## config.mk

```make
export PLATFORM = sky130hd
export DESIGN_NAME = dma_atomic_xfer
export DESIGN_NICKNAME = d
export VERILOG_FILES = /design/src/rtl/dma_xfer_pkg.sv /design/src/rtl/dma_addr_gen.sv /design/src/rtl/dma_beat_buf.sv /design/src/rtl/dma_xfer_fsm.sv /design/src/rtl/dma_atomic_xfer.sv
export SDC_FILE = /design/constraint.sdc
export NUM_CORES = 1
export LEC_CHECK = 0
export BUFFER_PORTS_ARGS = -buffer_cell sky130_fd_sc_hd__buf_2
export CELL_PAD_IN_SITES_DETAIL_PLACEMENT = 2
export CELL_PAD_IN_SITES_GLOBAL_PLACEMENT = 2
export CORE_MARGIN = 2
export CORE_UTILIZATION = 27
export DETAILED_ROUTE_END_ITERATION = 8
export GPL_TIMING_DRIVEN = 1
export PLACE_DENSITY = 0.87
export SYNTH_ARGS = -nofsm -noshare
export SYNTH_HDL_FRONTEND = slang
export SYNTH_SLANG_ARGS = --single-unit
```

## constraint.sdc

```tcl
create_clock -name clk -period 2.5 [get_ports clk]
set_input_delay 0.375 -clock clk [delete_from_list [all_inputs] [get_ports clk]]
set_output_delay 0.375 -clock clk [all_outputs]
set_load 0.01 [all_outputs]
```

## src/rtl/dma_xfer_pkg.sv

```systemverilog
// Shared types and helpers for the atomic transfer engine.
// Assumes size codes 00/01/10 are valid and 11 is reserved.
package dma_xfer_pkg;

    typedef enum logic [1:0] {
        SZ_BYTE = 2'b00,
        SZ_HALF = 2'b01,
        SZ_WORD = 2'b10,
        SZ_RSVD = 2'b11
    } size_e;

    typedef enum logic [1:0] {
        ST_IDLE  = 2'b00,
        ST_READ  = 2'b01,
        ST_WRITE = 2'b10
    } state_e;

    // Bytes per beat for a size code (reserved code yields 0).
    function automatic logic [2:0] size_step(input logic [1:0] sz);
        return (sz == SZ_RSVD) ? 3'd0 : (3'd1 << sz);
    endfunction

endpackage

```

## src/rtl/dma_addr_gen.sv

```systemverilog
// Address register for one side of the transfer.
// Loads on load_i, otherwise steps by the size after each accepted beat
// unless the side is fixed. Assumes load and step never coincide.
module dma_addr_gen #(
    parameter int AW = 32
) (
    input  logic          clk,
    input  logic          rst_n,
    input  logic          load_i,
    input  logic [AW-1:0] init_i,
    input  logic          step_i,
    input  logic          fixed_i,
    input  logic [1:0]    size_i,
    output logic [AW-1:0] addr_o
);
    import dma_xfer_pkg::*;

    logic [AW-1:0] addr_q;

    // Hold, load or advance the address.
    always_ff @(posedge clk) begin
        if (!rst_n) begin
            addr_q <= '0;
        end else if (load_i) begin
            addr_q <= init_i;
        end else if (step_i && !fixed_i) begin
            addr_q <= addr_q + AW'(size_step(size_i));
        end
    end

    assign addr_o = addr_q;

endmodule

```

## src/rtl/dma_beat_buf.sv

```systemverilog
// Small beat store between the read and write phases.
// One entry per burst beat, written by index, read combinationally by index.
module dma_beat_buf #(
    parameter int DW    = 32,
    parameter int DEPTH = 4,
    parameter int IW    = 2
) (
    input  logic          clk,
    input  logic          rst_n,
    input  logic          wr_en_i,
    input  logic [IW-1:0] wr_idx_i,
    input  logic [DW-1:0] wr_data_i,
    input  logic [IW-1:0] rd_idx_i,
    output logic [DW-1:0] rd_data_o
);
    logic [DEPTH-1:0][DW-1:0] ent;

    for (genvar g = 0; g < DEPTH; g++) begin : g_ent
        logic [DW-1:0] q;
        // Capture read data into this entry when its index is written.
        always_ff @(posedge clk) begin
            if (!rst_n) begin
                q <= '0;
            end else if (wr_en_i && (wr_idx_i == IW'(g))) begin
                q <= wr_data_i;
            end
        end
        assign ent[g] = q;
    end

    assign rd_data_o = ent[rd_idx_i];

endmodule

```

## src/rtl/dma_xfer_fsm.sv

```systemverilog
// Sequencer for one atomic operation: idle, read phase, write phase.
// Snapshots the control fields at start; ignores start/load while busy.
// Assumes the read port returns data in the cycle it asserts ready.
module dma_xfer_fsm #(
    parameter int BEATS = 4,
    parameter int BW    = 2
) (
    input  logic          clk,
    input  logic          rst_n,
    input  logic          start_i,
    input  logic          load_i,
    input  logic [1:0]    size_i,
    input  logic          burst_i,
    input  logic          sfix_i,
    input  logic          dfix_i,
    input  logic          rd_ready_i,
    input  logic          wr_ready_i,
    output logic          rd_valid_o,
    output logic          wr_valid_o,
    output logic          rd_step_o,
    output logic          wr_step_o,
    output logic          load_ok_o,
    output logic [BW-1:0] beat_o,
    output logic [1:0]    size_q_o,
    output logic          sfix_q_o,
    output logic          dfix_q_o,
    output logic          busy_o,
    output logic          done_o,
    output logic          err_o
);
    import dma_xfer_pkg::*;

    state_e        state_q;
    logic [BW-1:0] beat_q;
    logic [1:0]    size_q;
    logic          burst_q, sfix_q, dfix_q;
    logic          done_q, err_q;
    logic          accept, last_beat;

    // Start is taken only when idle and no load competes.
    assign accept    = (state_q == ST_IDLE) && start_i && !load_i;
    assign last_beat = burst_q ? (beat_q == BW'(BEATS - 1)) : (beat_q == '0);

    // Phase sequencing, beat counting and completion strobes.
    always_ff @(posedge clk) begin
        if (!rst_n) begin
            state_q <= ST_IDLE;
            beat_q  <= '0;
            size_q  <= SZ_BYTE;
            burst_q <= 1'b0;
            sfix_q  <= 1'b0;
            dfix_q  <= 1'b0;
            done_q  <= 1'b0;
            err_q   <= 1'b0;
        end else begin
            done_q <= 1'b0;
            err_q  <= 1'b0;
            case (state_q)
                ST_IDLE: begin
                    if (accept) begin
                        size_q  <= size_i;
                        burst_q <= burst_i;
                        sfix_q  <= sfix_i;
                        dfix_q  <= dfix_i;
                        beat_q  <= '0;
                        if (size_i == SZ_RSVD) begin
                            done_q <= 1'b1;
                            err_q  <= 1'b1;
                        end else begin
                            state_q <= ST_READ;
                        end
                    end
                end
                ST_READ: begin
                    if (rd_ready_i) begin
                        if (last_beat) begin
                            beat_q  <= '0;
                            state_q <= ST_WRITE;
                        end else begin
                            beat_q <= beat_q + 1'b1;
                        end
                    end
                end
                ST_WRITE: begin
                    if (wr_ready_i) begin
                        if (last_beat) begin
                            beat_q  <= '0;
                            state_q <= ST_IDLE;
                            done_q  <= 1'b1;
                        end else begin
                            beat_q <= beat_q + 1'b1;
                        end
                    end
                end
                default: state_q <= ST_IDLE;
            endcase
        end
    end

    assign rd_valid_o = (state_q == ST_READ);
    assign wr_valid_o = (state_q == ST_WRITE);
    assign rd_step_o  = rd_valid_o && rd_ready_i;
    assign wr_step_o  = wr_valid_o && wr_ready_i;
    assign load_ok_o  = (state_q == ST_IDLE) && load_i;
    assign beat_o     = beat_q;
    assign size_q_o   = size_q;
    assign sfix_q_o   = sfix_q;
    assign dfix_q_o   = dfix_q;
    assign busy_o     = (state_q != ST_IDLE);
    assign done_o     = done_q;
    assign err_o      = err_q;

endmodule

```

## src/rtl/dma_atomic_xfer.sv

```systemverilog
// Atomic read-then-write transfer engine.
// Connects the sequencer, the beat buffer and one address generator per side.
// Assumes BURST_BEATS >= 2 and a read port that returns data with ready.
module dma_atomic_xfer #(
    parameter int AW          = 32,
    parameter int DW          = 32,
    parameter int BURST_BEATS = 4
) (
    input  logic          clk,
    input  logic          rst_n,
    input  logic          start_i,
    input  logic          load_i,
    input  logic [1:0]    size_i,
    input  logic          burst_i,
    input  logic          src_fixed_i,
    input  logic          dst_fixed_i,
    input  logic [AW-1:0] src_init_i,
    input  logic [AW-1:0] dst_init_i,
    output logic          rd_valid_o,
    input  logic          rd_ready_i,
    output logic [AW-1:0] rd_addr_o,
    output logic [1:0]    rd_size_o,
    input  logic [DW-1:0] rd_data_i,
    output logic          wr_valid_o,
    input  logic          wr_ready_i,
    output logic [AW-1:0] wr_addr_o,
    output logic [1:0]    wr_size_o,
    output logic [DW-1:0] wr_data_o,
    output logic [AW-1:0] src_addr_o,
    output logic [AW-1:0] dst_addr_o,
    output logic          busy_o,
    output logic          done_o,
    output logic          err_o
);
    localparam int BW = (BURST_BEATS > 1) ? $clog2(BURST_BEATS) : 1;

    logic          rd_step, wr_step, load_ok;
    logic [BW-1:0] beat;
    logic [1:0]    size_q;
    logic          sfix_q, dfix_q;
    logic [AW-1:0] src_addr, dst_addr;

    dma_xfer_fsm #(.BEATS(BURST_BEATS), .BW(BW)) u_fsm (
        .clk        (clk),
        .rst_n      (rst_n),
        .start_i    (start_i),
        .load_i     (load_i),
        .size_i     (size_i),
        .burst_i    (burst_i),
        .sfix_i     (src_fixed_i),
        .dfix_i     (dst_fixed_i),
        .rd_ready_i (rd_ready_i),
        .wr_ready_i (wr_ready_i),
        .rd_valid_o (rd_valid_o),
        .wr_valid_o (wr_valid_o),
        .rd_step_o  (rd_step),
        .wr_step_o  (wr_step),
        .load_ok_o  (load_ok),
        .beat_o     (beat),
        .size_q_o   (size_q),
        .sfix_q_o   (sfix_q),
        .dfix_q_o   (dfix_q),
        .busy_o     (busy_o),
        .done_o     (done_o),
        .err_o      (err_o)
    );

    dma_beat_buf #(.DW(DW), .DEPTH(BURST_BEATS), .IW(BW)) u_buf (
        .clk       (clk),
        .rst_n     (rst_n),
        .wr_en_i   (rd_step),
        .wr_idx_i  (beat),
        .wr_data_i (rd_data_i),
        .rd_idx_i  (beat),
        .rd_data_o (wr_data_o)
    );

    dma_addr_gen #(.AW(AW)) u_src (
        .clk     (clk),
        .rst_n   (rst_n),
        .load_i  (load_ok),
        .init_i  (src_init_i),
        .step_i  (rd_step),
        .fixed_i (sfix_q),
        .size_i  (size_q),
        .addr_o  (src_addr)
    );

    dma_addr_gen #(.AW(AW)) u_dst (
        .clk     (clk),
        .rst_n   (rst_n),
        .load_i  (load_ok),
        .init_i  (dst_init_i),
        .step_i  (wr_step),
        .fixed_i (dfix_q),
        .size_i  (size_q),
        .addr_o  (dst_addr)
    );

    assign rd_addr_o  = src_addr;
    assign wr_addr_o  = dst_addr;
    assign rd_size_o  = size_q;
    assign wr_size_o  = size_q;
    assign src_addr_o = src_addr;
    assign dst_addr_o = dst_addr;

endmodule

```

==> impl_metrics.env <==
export IMPL_path_buf_inv=2
export IMPL_critPathSlowestCell="a21oi_1"
export IMPL_ys_types=57
export IMPL_num_vias=9586
export IMPL_ios=276
export IMPL_synth_area_mm2=0.00987
export IMPL_antenna_found_initial=5
export IMPL_syn_to_final_growth_pct=25.0
export IMPL_ant_nets=0
export IMPL_period_share_pct=93.5
export IMPL_setup_violations=0
export IMPL_drtIter0Drc=365
export IMPL_grt_pass1_wl_mm=61.9
export IMPL_die_width_um=195
export IMPL_htreeDepth=1
export IMPL_max_stage_delay_ps=430
export IMPL_clk_pin_slew_ps=60
export IMPL_cts_buffer_depth=3
export IMPL_grt_ovfl_total=0
export IMPL_dp_final_hpwl_mm=27.0
export IMPL_fin_area_mm2=0.0123
export IMPL_max_slew_margin_pct=61.1
export IMPL_clock_skew_ps=9.67
export IMPL_path_delay_family="simple AND/OR/NAND/NOR gates"
export IMPL_dpl_instance_area_mm2=0.0114
export IMPL_status="finished, final reports clean"
export IMPL_wirelength_mm=40.1
export IMPL_clk_latency_ps=540
export IMPL_dieArea_mm2=0.0381
export IMPL_syn_nets=1308
export IMPL_io_buffers=275
export IMPL_grt_max_degree=53
export IMPL_max_freq_mhz=428
export IMPL_track_usage_pct=20.7
export IMPL_routed_via_density=5.12
export IMPL_cts_sinks=203
export IMPL_crit_path_cell_trace="inv_1, ha_1, and3b_2, buf_4, nand2_1, a21oi_1, nand3_1, xor2_1, a21oi_1"
export IMPL_cts_tree="yes"
export IMPL_seq_area_frac_synth_pct=41.2
export IMPL_path_common_cell="a21oi_1"
export IMPL_dp_slack_ps=105
export IMPL_cts_made_buffers=25
export IMPL_die_h_um=195
export IMPL_root_buffer="clkbuf_16"
export IMPL_fin_util_pct=34.0
export IMPL_synth_warnings=0
export IMPL_postCtsSetupBuffers=0
export IMPL_tightest_slew_ps=579
export IMPL_drive_gt1_share_pct=30.3
export IMPL_setup_slack_ps=161
export IMPL_hold_viol=0
export IMPL_start_util_pct=27.2
export IMPL_ys_seq_elements=203
export IMPL_p_leak_nw=4.86
export IMPL_setup_tns_final_ps=0
export IMPL_avgSynthCellArea_um2=8.31
export IMPL_cp_max_fo=6
export IMPL_routabilityCongestion=0.799
export IMPL_cp_end_kind="register"
export IMPL_path_class="register to register"
export IMPL_hp_class="input port to register"
export IMPL_hold_ws_ps=81.5
export IMPL_layout_commonest_cell="nand2_1"
export IMPL_vdd_ir_drop_max_v=0.000483
export IMPL_p_per_area_mw_per_mm2=854
export IMPL_layout_min_cycle_time_ps=2340
export IMPL_synthCells=1188
export IMPL_grt_pass1_vias=10686
export IMPL_fin_nets=1502
export IMPL_layout_common_cells="nand2_1, buf_2, dfxtp_1"
export IMPL_worst_setup_path_start_kind="register"
export IMPL_crit_required_ps=2970
export IMPL_maxCapViolCount=0
export IMPL_firstDrtPassIters=4
export IMPL_core_area_mm2=0.0363
export IMPL_drc=0
export IMPL_rows=70
export IMPL_slew_viol_final=0
export IMPL_wl_per_cell_um=21.4
export IMPL_cp_data_arrival_time_ps=2810
-- sequential cells by signal, summed over array words and instances, names as in the netlist --
signal          count
u_fsm.dfix_q_o      1
u_fsm.state_q       2
u_fsm.done_o        1
u_dst.addr_o       32
u_fsm.err_o         1
u_src.addr_o       32
u_buf.g_ent.q     128
u_fsm.sfix_q_o      1
u_fsm.size_q_o      2
u_fsm.burst_q       1
u_fsm.beat_o        2
-- final timing paths --
path	depth (start not counted)	to	slack (ps)	from
setup / recovery	9	u_dst.addr_o[6]$_SDFFE_PN0P_	160	u_fsm.state_q[0]$_SDFFE_PN0P_
hold / removal	3	u_fsm.dfix_q_o$_SDFFE_PN0P_	80	dst_fixed_i
setup reg to reg	9	u_dst.addr_o[6]$_SDFFE_PN0P_	160	u_fsm.state_q[0]$_SDFFE_PN0P_
hold reg to reg	2	u_buf.g_ent[3].q[20]$_SDFFE_PN0P_	450	u_buf.g_ent[3].q[20]$_SDFFE_PN0P_
-- logic make-up (layout without fill, tap and decap cells) --
family,after synthesis,in the layout,synth area share (%)
AO/OA/AOI/OAI,274,274,14.7
XOR/XNOR,56,56,4.97
adder cells (fa/ha/maj),13,13,1.65
buffers and inverters,164,376,8.89
flip-flops,203,203,41.2
multiplexers,45,45,8.63
other,0,4,0
AND/OR/NAND/NOR,433,433,20.0
-- worst register-to-register path: cells and delay by family (launching register included) --
kind	cells	cell delay [ps]
simple gates	3	640
flops	1	340
compound gates	2	580
buf+inv	2	280
xor+xnor	1	170
fa+ha+maj	1	250
-- repair_timing --
| item | in CTS | in global routing |
|---|---|---|
| hold buffers | 0 | 0 |
| pin swaps | 0 | 0 |
| endpoints found under the setup margin | 2 | 14 |
| resized for setup | 2 | 10 |
-- synthesized netlist by cell type (all sizes together) --
library cell,number,area (µm²)
nand3,27,140
or4,2,18.8
o2111ai,1,8.76
xor2,31,272
xnor2,25,219
nand2,289,1090
and4bb,1,12.5
o31ai,1,7.51
and3,12,77.6
a22oi,1,7.51
or2,3,18.8
o21bai,2,18.8
o21ai,60,300
or3,4,25.0
inv,14,52.6
and3b,4,35.0
a211oi,11,82.6
and2,6,40.0
buf,77,551
clkbuf,73,274
a31oi,5,31.3
nor4b,4,53.8
and4,3,28.8
dfxtp,203,4060
o211ai,2,20.0
nor3b,5,37.5
nor2,35,134
ha,13,163
mux2,1,11.3
nor4,4,43.8
o22ai,1,6.26
and2b,1,7.51
a21oi,186,931
mux4,32,721
o211a,1,10.0
mux2i,12,120
nand4,18,128
nand2b,4,25.0
nor3,10,50.1
o221ai,2,17.5
or3b,1,8.76
a221o,1,10.0
-- layer usage --
metal,routed length (µm),vias up,GRT usage (%)
met4,1200,4,6.70
li1,-,4389,-
met5,24,-,0
met2,21100,314,40.0
met1,15600,4789,22.4
met3,2150,90,4.06
-- report_power, final --
group	internal, mW	switching, mW
sequential	3.55	0.444
clock	2.48	1.51
combinational	1.00	1.56
-- area by class of cell --
class	instances	area [µm²]
clock inverter	9	151
timing repair buffer	317	1770
sequential	203	4070
clock buffer	36	747
inverter	14	55.1
antenna	4	10.0
tap	468	586
fill	4128	23900
multi-input combinational	821	4950
-- through the flow --
stage	std cells	power (mW)
floorplan	1188	5.59
global placement	1823	6.46
detailed placement	1823	6.57
CTS	1868	10.6
global route	1868	11.0
finish	1872	10.5
Note: power is estimated with default switching activity, not from simulation.
